===== src/rtl/div6_pkg.sv =====
package div6_pkg;

  typedef enum logic [1:0] {
    ST_IDLE  = 2'd0,
    ST_SETUP = 2'd1,
    ST_ITER  = 2'd2
  } dstate_e;

  // iterations for a format code; codes 2 and 3 share the longest count
  function automatic int unsigned iter_count(input logic [1:0] f,
                                             input int unsigned n_s,
                                             input int unsigned n_g,
                                             input int unsigned n_d);
    case (f)
      2'd0:    return n_s;
      2'd1:    return n_g;
      default: return n_d;
    endcase
  endfunction

endpackage


===== src/rtl/div6_ctrl.sv =====
module div6_ctrl
  import div6_pkg::*;
#(
  parameter int unsigned IT_S = 6,
  parameter int unsigned IT_G = 11,
  parameter int unsigned IT_D = 12
) (
  input  logic       clk,
  input  logic       rst_n,
  input  logic       start,
  input  logic [1:0] fmt,
  output logic       accept,
  output logic       setup_step,
  output logic       iter_step,
  output logic       last_step,
  output logic       busy,
  output logic       done,
  output logic       proto_err
);
  localparam int unsigned CW = $clog2(IT_D + 1);

  dstate_e       state;
  logic [CW-1:0] cnt;
  logic [CW-1:0] lim;

  assign busy       = (state != ST_IDLE);
  assign accept     = start && !busy;
  assign setup_step = (state == ST_SETUP);
  assign iter_step  = (state == ST_ITER);
  assign last_step  = iter_step && (cnt == lim);

  always_ff @(posedge clk) begin
    if (!rst_n) begin
      state     <= ST_IDLE;
      cnt       <= '0;
      lim       <= '0;
      done      <= 1'b0;
      proto_err <= 1'b0;
    end else begin
      done      <= 1'b0;
      proto_err <= start && busy;
      case (state)
        ST_IDLE: begin
          if (start) begin
            state <= ST_SETUP;
            cnt   <= '0;
            lim   <= CW'(iter_count(fmt, IT_S, IT_G, IT_D) - 1);
          end
        end
        ST_SETUP: state <= ST_ITER;
        ST_ITER: begin
          if (cnt == lim) begin
            state <= ST_IDLE;
            done  <= 1'b1;
          end else begin
            cnt <= cnt + 1'b1;
          end
        end
        default: state <= ST_IDLE;
      endcase
    end
  end
endmodule


===== src/rtl/div6_core.sv =====
module div6_core #(
  parameter int unsigned FW  = 56,
  parameter int unsigned DIG = 6
) (
  input  logic           clk,
  input  logic           rst_n,
  input  logic           accept,
  input  logic           setup_step,
  input  logic           iter_step,
  input  logic [FW-1:0]  a_in,
  input  logic [FW-1:0]  b_in,
  output logic           first_bit,
  output logic [DIG-1:0] digits,
  output logic           rem_nonzero
);
  localparam int unsigned RW = FW + 2;

  logic [FW-1:0] a_q;
  logic [RW-1:0] bpos_q;
  logic [RW-1:0] bneg_q;
  logic [RW-1:0] rem_q;
  logic [RW-1:0] rem_first;
  logic [RW-1:0] chain [0:DIG];

  // one non-restoring radix-2 step: subtract after a nonnegative remainder, add otherwise
  function automatic logic [RW-1:0] nr_step(input logic [RW-1:0] r,
                                            input logic [RW-1:0] bp,
                                            input logic [RW-1:0] bn);
    logic [RW-1:0] dbl;
    dbl = r << 1;
    return r[RW-1] ? (dbl + bp) : (dbl + bn);
  endfunction

  // a negative remainder of exactly -divisor means the true remainder is zero
  function automatic logic leftover(input logic [RW-1:0] r, input logic [RW-1:0] bn);
    return (r != '0) && (r != bn);
  endfunction

  assign rem_first = {2'b00, a_q} + bneg_q;
  assign first_bit = ~rem_first[RW-1];
  assign chain[0]  = rem_q;

  for (genvar i = 0; i < DIG; i++) begin : g_step
    assign chain[i+1]       = nr_step(chain[i], bpos_q, bneg_q);
    assign digits[DIG-1-i]  = ~chain[i+1][RW-1];
  end

  assign rem_nonzero = leftover(chain[DIG], bneg_q);

  always_ff @(posedge clk) begin
    if (!rst_n) begin
      a_q    <= '0;
      bpos_q <= '0;
      bneg_q <= '0;
      rem_q  <= '0;
    end else begin
      if (accept) begin
        a_q    <= a_in;
        bpos_q <= {2'b00, b_in};
        bneg_q <= ~{2'b00, b_in} + RW'(1);
      end
      if (setup_step)     rem_q <= rem_first;
      else if (iter_step) rem_q <= chain[DIG];
    end
  end
endmodule


===== src/rtl/div6_qacc.sv =====
module div6_qacc #(
  parameter int unsigned QW  = 73,
  parameter int unsigned DIG = 6
) (
  input  logic           clk,
  input  logic           rst_n,
  input  logic           setup_step,
  input  logic           iter_step,
  input  logic           last_step,
  input  logic           first_bit,
  input  logic [DIG-1:0] digits,
  input  logic           rem_nonzero,
  output logic [QW-1:0]  quotient,
  output logic           sticky,
  output logic           inc_pend,
  output logic           acc_lsb
);
  logic [QW-1:0] acc_q;

  // apply pending increment, then append a group whose low bit is left clear
  function automatic logic [QW-1:0] fold(input logic [QW-1:0] acc,
                                         input logic inc,
                                         input logic [DIG-1:0] grp);
    return ((acc + QW'(inc)) << DIG) | QW'({grp[DIG-1:1], 1'b0});
  endfunction

  assign acc_lsb = acc_q[0];

  always_ff @(posedge clk) begin
    if (!rst_n) begin
      acc_q    <= '0;
      inc_pend <= 1'b0;
      quotient <= '0;
      sticky   <= 1'b0;
    end else if (setup_step) begin
      acc_q    <= QW'(first_bit);
      inc_pend <= 1'b0;
    end else if (last_step) begin
      quotient <= fold(acc_q, inc_pend, digits) + QW'(digits[0]);
      sticky   <= rem_nonzero;
      inc_pend <= 1'b0;
    end else if (iter_step) begin
      acc_q    <= fold(acc_q, inc_pend, digits);
      inc_pend <= digits[0];
    end
  end
endmodule


===== src/rtl/div6_frac_divider.sv =====
module div6_frac_divider #(
  parameter int unsigned FW   = 56,
  parameter int unsigned DIG  = 6,
  parameter int unsigned IT_S = 6,
  parameter int unsigned IT_G = 11,
  parameter int unsigned IT_D = 12,
  localparam int unsigned QW  = DIG * IT_D + 1
) (
  input  logic          clk,
  input  logic          rst_n,
  input  logic          start,
  input  logic [1:0]    fmt,
  input  logic [FW-1:0] dividend,
  input  logic [FW-1:0] divisor,
  output logic          busy,
  output logic          done,
  output logic [QW-1:0] quotient,
  output logic          sticky,
  output logic          proto_err
);
  logic           accept;
  logic           setup_step;
  logic           iter_step;
  logic           last_step;
  logic           first_bit;
  logic [DIG-1:0] digits;
  logic           rem_nonzero;
  logic           inc_pend;
  logic           acc_lsb;

  div6_ctrl #(.IT_S(IT_S), .IT_G(IT_G), .IT_D(IT_D)) u_ctrl (
    .clk(clk), .rst_n(rst_n), .start(start), .fmt(fmt),
    .accept(accept), .setup_step(setup_step), .iter_step(iter_step),
    .last_step(last_step), .busy(busy), .done(done), .proto_err(proto_err)
  );

  div6_core #(.FW(FW), .DIG(DIG)) u_core (
    .clk(clk), .rst_n(rst_n), .accept(accept), .setup_step(setup_step),
    .iter_step(iter_step), .a_in(dividend), .b_in(divisor),
    .first_bit(first_bit), .digits(digits), .rem_nonzero(rem_nonzero)
  );

  div6_qacc #(.QW(QW), .DIG(DIG)) u_qacc (
    .clk(clk), .rst_n(rst_n), .setup_step(setup_step), .iter_step(iter_step),
    .last_step(last_step), .first_bit(first_bit), .digits(digits),
    .rem_nonzero(rem_nonzero), .quotient(quotient), .sticky(sticky),
    .inc_pend(inc_pend), .acc_lsb(acc_lsb)
  );
endmodule


===== config.mk =====
export PLATFORM = sky130hd
export DESIGN_NAME = div6_frac_divider
export DESIGN_NICKNAME = d
export VERILOG_FILES = /design/src/rtl/div6_pkg.sv /design/src/rtl/div6_ctrl.sv /design/src/rtl/div6_core.sv /design/src/rtl/div6_qacc.sv /design/src/rtl/div6_frac_divider.sv
export SDC_FILE = /design/constraint.sdc
export NUM_CORES = 2
export LEC_CHECK = 0
export BUFFER_PORTS_ARGS = -buffer_cell sky130_fd_sc_hd__buf_2
export CAP_MARGIN = 20
export CORE_MARGIN = 5
export CORE_UTILIZATION = 69
export CTS_CLUSTER_SIZE = 16
export DETAILED_ROUTE_END_ITERATION = 7
export GPL_TIMING_DRIVEN = 0
export PLACE_DENSITY = 0.88
export SLEW_MARGIN = 40
export SYNTH_ARGS = -nofsm -noshare
export SYNTH_HDL_FRONTEND = slang
export SYNTH_HIERARCHICAL = 1
export SYNTH_SLANG_ARGS = --single-unit

===== constraint.sdc =====
create_clock -name clk -period 37.7 [get_ports clk]
set_clock_uncertainty 0.15 [all_clocks]
set_input_delay 1.885 -clock clk [delete_from_list [all_inputs] [get_ports clk]]
set_output_delay 1.885 -clock clk [all_outputs]
set_load 0.05 [all_outputs]

==> key figures <==
Drt
  • Routed Wire Length: 164200 um
  • Iter 0 DRT Violations: 6516
  • DRC: 11
  • Routed via count: 45770
  • Detailed-router iteration count before antenna repair: 8
  • WL/cell: 24.64 um
  • Detail Route Antenna Nets: 0
  • Vias/cell: 6.870

Yosys
  • Cell count after synthesis: 5549
  • Mean post-synth cell area: 7.755 um2
  • Mapped cell area: 43030 um2
  • Post-synth EDFFs: 0
  • Synth top area share: 0.1768
  • Asr flop ratio synth: 0
  • Mux contribution to synthesized area: 0.1174
  • Post-synth net total: 6069
  • Largest family of logic cells by synthesized area: compound AO/OA/AOI/OAI gates
  • Post-synthesis simple-gate area fraction: 0.1963
  • Register bit total from synthesis: 380
  • Xor and xnor fraction of the mapped netlist area: 0.1079
  • Register area share after synthesis: 0.1768
  • Top cell type by total area after synthesis: dfxtp_1
  • YS warnings: 6
  • Post-synthesis adder-cell area fraction: 0.1184
  • Synth Area in Compound Gates: 0.2425
  • Dominant cells by area after synthesis: dfxtp_1 (18%), ha_1 (12%), mux2_2 (6.8%)
  • Distinct cell type count after synthesis: 119
  • Top_reg_cell synth: dfxtp_1

Global routing
  • First-pass GRT wire length: 245900 um
  • Vias in the first global route: 42499
  • Initial antenna violation count: 13
  • Largest net degree at the start of global routing: 16
  • GRT overflow: 0
  • Tot GR Track Use: 0.4593

Worst setup path
  • Worst setup EP type: flip-flop
  • CP max stage delay: 0.84 ns
  • Crit path max-delay family: compound AO/OA/AOI/OAI gates
  • Crit start category: flip-flop
  • Critical-path top delay cell: a2bb2oi_1
  • WP data arrival: 34.14 ns
  • Required time of the critical path: 38.01 ns
  • Maximum fanout along the worst path: 11
  • Cell repeated most along the worst path: nand2_1
  • Crit path buf inv count: 15
  • WS Path Type: flip-flop to flip-flop

Clock tree
  • Clock Sinks: 380
  • CTS clock-pin slew for the worst setup and hold paths: 0.06 ns
  • TritonCTS clock tree: done
  • H-tree depth: 2
  • Post-CTS Hold Fix Bufs: 0
  • Later-pin clock latency in the skew report: 0.60 ns
  • Post-CTS Resized: 0
  • Root Buffer: clkbuf_16
  • Post-CTS Setup Bufs: 0
  • CTS buffer count: 41
  • Clock buffer depth: 3

Timing
  • Finish-stage setup viols: 0
  • Final min period: 33.83 ns
  • Setup_tns: 0 ns
  • RSZ-0062 raised after global routing: no
  • Max Clock Freq: 29.56 MHz
  • Final WS setup: 3.867 ns
  • Final period util: 0.8974
  • Worst-margin pin slew: 0.9983 ns
  • Slew HR: 0.3319
  • Hold Violations, Final: 0
  • Max-slew violation count: 0

Finish
  • Area grow syn2layout: 8.240%
  • Layout cell share with drive strength beyond 1: 0.1176
  • FILL cells: 4667
  • Commonest non-fill, non-tap cell in the layout: a21oi_1
  • Final net count: 6307
  • Most frequent cells in the layout: a21oi_1 (523), nand2_1 (493), nor2_1 (467)

Floorplanning
  • Starting Density: 0.6973
  • IO Count: 194
  • DIE HEIGHT: 259.7 um
  • CORE AREA: 61710 um2
  • Die footprint: 67460 um2
  • DIE WIDTH: 259.7 um
  • Row count: 91

Outcome
  • Status: finished, violations left
  • Violated checks: DRC

Hold path
  • Worst min path class: flip-flop to flip-flop

Placement
  • Global placement routability congestion: 1.078
  • Port-buffer cells: 192
  • Hpwl dp: 131000 um
  • Pre-CTS setup slack: 5.607 ns

Run
  • Max_cap viols: 0
==> routing by layer <==
layer | global-route usage | wire length (um) | vias to the layer above
met1 | 0.5923 | 63050 | 21262
met2 | 0.6894 | 67560 | 3059
met3 | 0.1432 | 22590 | 660
met4 | 0.2410 | 10840 | 16
met5 | 0 | 110 | -
li1 | - | - | 20773
==> cell usage after synthesis, drive strengths merged, types with 17 or more instances <==
| cell type | count |
|---|---|
| nand3 | 127 |
| nand2 | 493 |
| o21ai | 329 |
| or4 | 23 |
| inv | 167 |
| o21a | 60 |
| a211oi | 129 |
| dfxtp | 380 |
| nor2b | 97 |
| o31ai | 27 |
| o21bai | 64 |
| o211a | 25 |
| a21boi | 35 |
| nand2b | 73 |
| nor2 | 468 |
| mux2i | 185 |
| clkbuf | 227 |
| nor3 | 95 |
| or2 | 21 |
| and2 | 30 |
| mux2 | 279 |
| a21oi | 526 |
| xor2 | 170 |
| xnor2 | 324 |
| o211ai | 40 |
| a2111oi | 17 |
| buf | 48 |
| a31oi | 39 |
| or3 | 29 |
| nor4 | 44 |
| and4 | 22 |
| ha | 396 |
| a21o | 182 |
| nand4 | 85 |
| and3 | 68 |
==> final timing paths <==
kind	from	endpoint	slack [ns]	cells after the start
worst max-delay path	u_core/rem_q[57]	u_qacc/sticky	3.87	98
worst max register to register	u_core/rem_q[57]	u_qacc/sticky	3.87	98
worst min-delay path	u_qacc/quotient[5]	u_qacc/quotient[5]	0.32	2
worst min register to register	u_qacc/quotient[5]	u_qacc/quotient[5]	0.32	2
==> layout make-up <==
class | instances | area, um2 | share of cell area
Inverter | 167 | 626.9 | 0.01346
Antenna cell | 8 | 20.02 | 0.0004298
Buffer | 275 | 1140 | 0.02447
Clock buffer | 52 | 1117 | 0.02399
Multi-Input combinational cell | 4727 | 33760 | 0.7248
Tap cell | 837 | 1047 | 0.02248
Clock inverter | 21 | 280.3 | 0.006017
Sequential cell | 380 | 7607 | 0.1633
Timing Repair Buffer | 195 | 980.9 | 0.02106
==> through the flow <==
stage / util / cell area (um2) / hold WS [ns] / cells
after detailed placement: 0.7311 / 45120 / 0.3088 / 6580
after CTS: 0.7537 / 46510 / 0.3170 / 6653
after global placement: 0.7299 / 45040 / 0.3030 / 6578
after global routing: 0.7545 / 46560 / 0.3397 / 6654
final: 0.7548 / 46580 / 0.3161 / 6662
after floorplan: - / 43030 / 0.3104 / 5549
==> tightest hold or removal path, cell delays in order (launching register included) <==
cell	delay, ns
dfxtp_1	0.31
nand2_1	0.05
a21boi_0	0.07
==> cells by family (layout without fill, tap and decap cells) <==
logic type,count (synthesis),after routing
xor+xnor,506,506
compound gates,1627,1627
buf+inv,442,710
other cells,0,8
fa+ha+maj,403,403
simple gates,1727,1727
flops,380,380
mux,464,464
==> state kept, by name, indices dropped and copies added (netlist names) <==
| register | count |
|---|---|
| u_core/a_q | 56 |
| u_core/bneg_q | 58 |
| u_core/bpos_q | 55 |
| u_core/rem_q | 58 |
| u_ctrl/cnt | 4 |
| u_ctrl/done | 1 |
| u_ctrl/lim | 3 |
| u_ctrl/proto_err | 1 |
| u_ctrl/state | 2 |
| u_qacc/acc_q | 67 |
| u_qacc/inc_pend | 1 |
| u_qacc/quotient | 73 |
| u_qacc/sticky | 1 |
Power is left out: the tool's default activity adds up to more than one toggle a clock period on the data nets, which glitch-free logic cannot reach.
